## src/rtl/ddr_yc_pkg.sv

```systemverilog
package ddr_yc_pkg;
  typedef enum logic {
    CHROMA_CB = 1'b0,
    CHROMA_CR = 1'b1
  } chroma_e;

  typedef enum logic {
    ALIGN_RISE = 1'b0,
    ALIGN_FALL = 1'b1
  } align_e;
endpackage

```

## src/rtl/ddr_edge_capture.sv

```systemverilog
module ddr_edge_capture #(
  parameter int unsigned DATA_W = 10
) (
  input  logic              clk_i,
  input  logic              rst_ni,
  input  logic [DATA_W-1:0] data_i,
  output logic [DATA_W-1:0] rise_q_o,
  output logic [DATA_W-1:0] rise_d_o,
  output logic [DATA_W-1:0] fall_q_o,
  output logic [DATA_W-1:0] fall_d_o
);
  // rising-edge history: newest and one period older, plus the falling word seen by the last rising edge
  always_ff @(posedge clk_i or negedge rst_ni) begin
    if (!rst_ni) begin
      rise_q_o <= '0;
      rise_d_o <= '0;
      fall_d_o <= '0;
    end else begin
      rise_q_o <= data_i;
      rise_d_o <= rise_q_o;
      fall_d_o <= fall_q_o;
    end
  end

  always_ff @(negedge clk_i or negedge rst_ni) begin
    if (!rst_ni) fall_q_o <= '0;
    else         fall_q_o <= data_i;
  end
endmodule

```

## src/rtl/trs_phase_tracker.sv

```systemverilog
module trs_phase_tracker
  import ddr_yc_pkg::*;
#(
  parameter int unsigned DATA_W = 10
) (
  input  logic              clk_i,
  input  logic              rst_ni,
  input  logic              en_i,
  input  logic [DATA_W-1:0] rise_q_i,
  input  logic [DATA_W-1:0] rise_d_i,
  input  logic [DATA_W-1:0] fall_q_i,
  input  logic [DATA_W-1:0] fall_d_i,
  output align_e            align_o,
  output logic              act_o,
  output logic              locked_o,
  output chroma_e           cr_nxt_o
);
  localparam logic [DATA_W-1:0] PRE_ONES = {DATA_W{1'b1}};
  localparam logic [DATA_W-1:0] PRE_ZERO = '0;

  logic det_rise, det_fall, det_fall_q;

  // chronological order: rise_d, fall_d, rise_q, fall_q
  assign det_rise = (rise_d_i == PRE_ONES) && (fall_d_i == PRE_ZERO) && (rise_q_i == PRE_ZERO);
  assign det_fall = (fall_d_i == PRE_ONES) && (rise_q_i == PRE_ZERO) && (fall_q_i == PRE_ZERO);

  // act marks the edge at which the reference pair is emitted in either alignment
  assign act_o = en_i && (det_rise || det_fall_q);

  always_ff @(posedge clk_i or negedge rst_ni) begin
    if (!rst_ni) begin
      align_o    <= ALIGN_RISE;
      det_fall_q <= 1'b0;
      locked_o   <= 1'b0;
      cr_nxt_o   <= CHROMA_CB;
    end else if (!en_i) begin
      det_fall_q <= 1'b0;
      locked_o   <= 1'b0;
      cr_nxt_o   <= CHROMA_CB;
    end else begin
      det_fall_q <= det_fall && !det_rise;
      if (det_rise)      align_o <= ALIGN_RISE;
      else if (det_fall) align_o <= ALIGN_FALL;
      if (act_o) begin
        locked_o <= 1'b1;
        cr_nxt_o <= CHROMA_CB;
      end else begin
        cr_nxt_o <= (cr_nxt_o == CHROMA_CB) ? CHROMA_CR : CHROMA_CB;
      end
    end
  end
endmodule

```

## src/rtl/yc_pair_mux.sv

```systemverilog
module yc_pair_mux
  import ddr_yc_pkg::*;
#(
  parameter int unsigned DATA_W = 10
) (
  input  logic              clk_i,
  input  logic              rst_ni,
  input  logic              en_i,
  input  align_e            align_i,
  input  logic              locked_i,
  input  chroma_e           cr_nxt_i,
  input  logic [DATA_W-1:0] rise_q_i,
  input  logic [DATA_W-1:0] fall_q_i,
  input  logic [DATA_W-1:0] fall_d_i,
  output logic [DATA_W-1:0] y_o,
  output logic [DATA_W-1:0] c_o,
  output logic              cr_o,
  output logic              valid_o
);
  logic [DATA_W-1:0] c_sel, y_sel;

  always_comb begin
    if (align_i == ALIGN_FALL) begin
      c_sel = fall_d_i;
      y_sel = rise_q_i;
    end else begin
      c_sel = rise_q_i;
      y_sel = fall_q_i;
    end
  end

  always_ff @(posedge clk_i or negedge rst_ni) begin
    if (!rst_ni) begin
      y_o     <= '0;
      c_o     <= '0;
      cr_o    <= 1'b0;
      valid_o <= 1'b0;
    end else begin
      y_o     <= y_sel;
      c_o     <= c_sel;
      cr_o    <= (cr_nxt_i == CHROMA_CR);
      valid_o <= en_i && locked_i;
    end
  end
endmodule

```

## src/rtl/ddr_yc_deinterleave.sv

```systemverilog
module ddr_yc_deinterleave
  import ddr_yc_pkg::*;
#(
  parameter int unsigned DATA_W = 10
) (
  input  logic              clk_i,
  input  logic              rst_ni,
  input  logic              ddr_en_i,
  input  logic [DATA_W-1:0] data_i,
  output logic [DATA_W-1:0] y_o,
  output logic [DATA_W-1:0] c_o,
  output logic              cr_o,
  output logic              valid_o
);
  logic [DATA_W-1:0] rise_q, rise_d, fall_q, fall_d;
  align_e            align;
  logic              trs_act, locked;
  chroma_e           cr_nxt;

  ddr_edge_capture #(.DATA_W(DATA_W)) u_cap (
    .clk_i    (clk_i),
    .rst_ni   (rst_ni),
    .data_i   (data_i),
    .rise_q_o (rise_q),
    .rise_d_o (rise_d),
    .fall_q_o (fall_q),
    .fall_d_o (fall_d)
  );

  trs_phase_tracker #(.DATA_W(DATA_W)) u_trk (
    .clk_i    (clk_i),
    .rst_ni   (rst_ni),
    .en_i     (ddr_en_i),
    .rise_q_i (rise_q),
    .rise_d_i (rise_d),
    .fall_q_i (fall_q),
    .fall_d_i (fall_d),
    .align_o  (align),
    .act_o    (trs_act),
    .locked_o (locked),
    .cr_nxt_o (cr_nxt)
  );

  yc_pair_mux #(.DATA_W(DATA_W)) u_mux (
    .clk_i    (clk_i),
    .rst_ni   (rst_ni),
    .en_i     (ddr_en_i),
    .align_i  (align),
    .locked_i (locked),
    .cr_nxt_i (cr_nxt),
    .rise_q_i (rise_q),
    .fall_q_i (fall_q),
    .fall_d_i (fall_d),
    .y_o      (y_o),
    .c_o      (c_o),
    .cr_o     (cr_o),
    .valid_o  (valid_o)
  );
endmodule

```

## config.mk

```make
export PLATFORM = sky130hd
export DESIGN_NAME = ddr_yc_deinterleave
export DESIGN_NICKNAME = d
export VERILOG_FILES = /design/src/rtl/ddr_yc_pkg.sv /design/src/rtl/ddr_edge_capture.sv /design/src/rtl/trs_phase_tracker.sv /design/src/rtl/yc_pair_mux.sv /design/src/rtl/ddr_yc_deinterleave.sv
export SDC_FILE = /design/constraint.sdc
export NUM_CORES = 1
export LEC_CHECK = 0
export ABC_AREA = 1
export BUFFER_PORTS_ARGS = -buffer_cell sky130_fd_sc_hd__buf_2
export CAP_MARGIN = 40
export CELL_PAD_IN_SITES_DETAIL_PLACEMENT = 1
export CELL_PAD_IN_SITES_GLOBAL_PLACEMENT = 1
export CORE_MARGIN = 3
export CORE_UTILIZATION = 39
export CTS_CLUSTER_DIAMETER = 150
export CTS_CLUSTER_SIZE = 25
export DETAILED_ROUTE_END_ITERATION = 7
export PLACE_DENSITY = 0.83
export SYNTH_ARGS = -nofsm -noshare
export SYNTH_HDL_FRONTEND = slang
export SYNTH_SLANG_ARGS = --single-unit
```

## constraint.sdc

```tcl
create_clock -name clk_i -period 1 [get_ports clk_i]
set_input_delay 0.1 -clock clk_i [delete_from_list [all_inputs] [get_ports clk_i]]
set_output_delay 0.1 -clock clk_i [all_outputs]
set_load 0.02 [all_outputs]
```

* After elaboration in Yosys (flattened, before gate mapping)
Index checks and enable logic that the tools add are counted.
Word-level totals: bits in registers 66, bits in latches 0, bits in writable memories 0, memory bits (read-only) 0, bits of input ports 13, output and inout bits 22, logic and storage cells 39, memories kept 0
Operators by class: add/subtract/negate cells 0, multiply operators 0, divide/modulo/power cells 0, order comparisons 0, eq/ne operators 3, shifts and indexed selects 0, multiplexer cells 10, bitwise gates (word level) 0, reductions and logical operators 14
Operators by type and width (count):
- 10-bit zero test | 3
- 10-bit == test (second input constant) | 2
- 10-bit 2-to-1 mux | 2
- 1-bit 2-to-1 mux | 8
- 1-bit logical AND | 7
- 2-bit by 1-bit != test with 1-bit output (second input constant) | 1
- 2-bit AND reduction | 1
- 2-bit nonzero test | 1
- 1-bit zero test | 1
- 1-bit logical OR | 1

* Depth between registers and ports, before layout
depth in word-level cells 7, mapped depth 9, mapped depth without buffers 9

* Hierarchy
A second synthesis with hierarchy kept.
Second synthesis, totals: cell total of the unflattened synthesis 194, area total of the unflattened synthesis 2189.6 um2
By module, submodules not included:
- ddr_edge_capture | times used 1, cells each 40, area an instance 1001.0 um2, sequential area each 1001.0 um2
- yc_pair_mux | times used 1, cells each 89, area an instance 824.5 um2, sequential area each 550.5 um2
- trs_phase_tracker | times used 1, cells each 65, area an instance 364.1 um2, sequential area each 100.1 um2

==> impl_metrics.csv <==
group,metric,value,unit
run_status,status,"finished with violations",
run_status,failed_checks,"setup timing",
worst_setup_path,path_common_cell,"nand3_1",
route,drt_first_iter_violations,74,
sta,drv_slew,0,
power_and_ir_drop,p_int,0.004454,W
worst_setup_path,start_kind,"flip-flop",
finish,n_antenna_cell,0,
die,fp.dieH,80.63,um
synth,synthAdderAreaFrac,0,%
worst_setup_path,arrival,1.90,ns
power_and_ir_drop,irDropWorstVdd,1.305,mV
cts,clk_latency,0.35,ns
synth,synth_cell_type_count,20,
finish,mostFrequentLayoutCells,"56 x dfrtp_1, 31 x buf_4, 25 x buf_6, 23 x nand2_1, 20 x buf_2",
global_routing,grt-ovfl-total,0,
route,dr.max_layer_used,"met4",
synth,muxShareOfSynthArea,1.555,%
route,wl,6021,um
sta,hold_violations,0,
sta,finClkSkew,0.01866,ns
synth,synth_top_area_share,64.52,%
power_and_ir_drop,pwr_density_cell,1800,nW/um^2
sta,tightest_slew,0.4311,ns
cts,clk_path_buf_depth,2,
cts,cts_buffers,9,
global_routing,antenna_found_initial,0,
worst_setup_path,timing.rr.end,"u_trk.align_o",
route,drc,0,
global_routing,grt_pass1_vias,1760,
route,via_count,1624,
route,met2WireLength,3074,um
worst_setup_path,crit_buf_inv,2,
cts,cts_htree_levels,3,
sta,worst_slack,-0.6122,ns
cts,clkSinkCount,66,
placement,place_hpwl,3464,um
route,firstDrtPassIters,6,
global_routing,grt_max_degree,19,
cts,cts_tree,"yes",
die,die_area,6501,um^2
worst_setup_path,reg2reg_from,"u_cap.fall_q_o[9]",
power_and_ir_drop,switchingPower,0.001402,W
route,dr_wl_met3,255,um
route,m1WireLength,2433,um
synth,synth-async-reset-ratio,100.0,%
worst_setup_path,crit_type,"reg -> reg",
synth,yosys.area_share.simple,14.17,%
power_and_ir_drop,p_seq_share,49.2,%
worst_setup_path,cp-end-kind,"flip-flop",
cts,cts-root-buf,"clkbuf_8",
hold_path,min_path_type,"in -> reg",
cts,clk_pin_slew,0.08,ns
worst_setup_path,critPathMaxStageDelay,0.37,ns
hold_path,min_delay_worst_endpoint,"u_trk.cr_nxt_o",
sta,holdWs,0.03814,ns
synth,synth_xor_area_share,0,%
synth,seq_area_frac_synth,76.04,%
hold_path,min_from,"ddr_en_i",
die,die_x,80.63,um
worst_setup_path,crit_family,"simple AND/OR/NAND/NOR gates",
worst_setup_path,path_cells,"inv_2 > nand3_1 > nor2_2 > inv_1 > nor2_1 > nand3_1 > nand2_1",
sta,setup_viol,32,
worst_setup_path,path_depth,7,
global_routing,track_usage,19.20,%
hold_path,whs_path_depth,3,
sta,rsz0062_at_grt,"yes",
synth,yosys_register_bits,66,
power_and_ir_drop,p_comb_share,8.8,%
placement,post-place-cells,310,
synth,synth_nets,186,
synth,syn_area,2172,um^2
synth,synth_ff_type,"dfrtp_1",
die,fp.coreArea,5238,um^2
synth,synth.largest_area_cell,"dfrtp_1",
synth,synth_top_family_by_area,"simple AND/OR/NAND/NOR gates",
job,max-cap-violations,0,
route,wire_per_inst,17.61,um
synth,synth_edf_count,0,
worst_setup_path,rrSetupSlack,-0.61,ns
worst_setup_path,required,1.29,ns
route,vias_per_cell,4.749,
worst_setup_path,r2r_cells,7,
power_and_ir_drop,pwr-share-clk,41.9,%
worst_setup_path,crit_slowest_cell,"dfrtn_1",
finish,area_growth,49.77,%
finish,drive_gt1_share,48.16,%
route,drtAntennaViolNets,0,
die,start_util,41.47,%
power_and_ir_drop,swShare,23.95,%
synth,synthCells,173,
die,ios,35,
worst_setup_path,path_max_fanout,2,
synth,synth_compound_area_share,3.917,%
die,num_rows,26,
synth,yosysWarnings,0,
synth,synth_area_leaders,"dfrtp_1 65%, dfrtn_1 12%, nand2_1 4.0%",
global_routing,grt_first_pass_wirelength,8825,um
finish,finalNonFillerCells,342,
sta,slew_headroom,71.26,%
finish,final_common_cell,"dfrtp_1",
synth,avgSynthCellArea,12.56,um^2
placement,place.gp.congestion,0.7460,
placement,port_buffers,34,
power_and_ir_drop,power_leakage,1.549,nW
finish,nNetsFinal,280,
-- cell type report --
type	instances	area (um^2)
Fill cell	528	1984
Sequential cell	66	1652
Clock buffer	9	123.9
Tap cell	70	87.58
Multi-Input combinational cell	83	496.7
Clock inverter	7	93.84
Inverter	20	75.07
Timing Repair Buffer	87	724.4
-- synthesized netlist by cell type (3+ instances only) --
cell type / count
o21ai_0: 11
nand4_1: 4
buf_2: 3
dfrtp_1: 56
dfrtn_1: 10
inv_1: 18
nor2_1: 16
nand2_1: 23
nor2_2: 4
nand3_1: 6
nand3_2: 3
a21oi_1: 6
mux2_2: 3
-- worst max path at each step --
stage                    endpoint  slack, ns               from
finish              u_trk.align_o      -0.61  u_cap.fall_q_o[9]
global route        u_trk.align_o      -0.66  u_cap.fall_q_o[5]
CTS                 u_trk.align_o      -0.52  u_cap.fall_q_o[5]
detailed placement  u_trk.align_o      -0.58  u_cap.fall_q_o[2]
global placement    u_trk.align_o      -0.45  u_cap.fall_q_o[9]
floorplan           u_trk.align_o      -0.40  u_cap.fall_q_o[5]
-- cell families after synthesis --
group	count (synthesis)
compound gates	17
buf+inv	24
flops	66
mux	3
simple gates	63
-- state kept, by name, summed over array words and instances (netlist names), 10 cells and up --
name,count
u_cap.fall_d_o,10
u_cap.fall_q_o,10
u_cap.rise_d_o,10
u_cap.rise_q_o,10
u_mux.c_o,10
u_mux.y_o,10
-- worst min-delay path, stage by stage --
cell and delay [ns]:
buf_2 0.14, nand3_2 0.07, nor2_1 0.03
-- routing by layer --
layer	track usage [%]	vias to the layer above
met5	0	-
met4	8.953	0
met3	6.166	20
met2	30.79	45
met1	23.47	820
li1	-	739
-- power groups by stage --
| stage | Combinational [W] | Sequential, W | Clock [W] |
|---|---|---|---|
| after floorplan | 0.0000669 | 0.00296 | 0 |
| after global placement | 0.000377 | 0.00290 | 0 |
| after detailed placement | 0.000391 | 0.00291 | 0 |
| after CTS | 0.000455 | 0.00287 | 0.00249 |
| after global routing | 0.000558 | 0.00290 | 0.00265 |
| final | 0.000516 | 0.00288 | 0.00246 |
-- timing repair --
action | 4_1_cts | 5_1_grt
buffers inserted | 5 | 7
endpoints found under the setup margin | 27 | 45
gates resized for setup | 27 | 39
endpoints found under the hold margin | 28 | 0
pin swaps | 9 | 9
hold buffers | 11 | 0
-- per-stage QoR --
stage	instance area, um^2	power [W]	utilization, %	setup slack, ns	setup TNS (ns)
CTS	3108	0.005811	59.34	-0.5207	-5.595
global route	3253	0.006110	62.11	-0.6564	-8.513
detailed placement	2689	0.003303	51.34	-0.5849	-5.296
finish	3253	0.005856	62.11	-0.6122	-6.723
floorplan	2172	0.003030	-	-0.4035	-1.886
global placement	2689	0.003282	51.34	-0.4491	-4.456
Note: power is estimated with default switching activity, not from simulation.
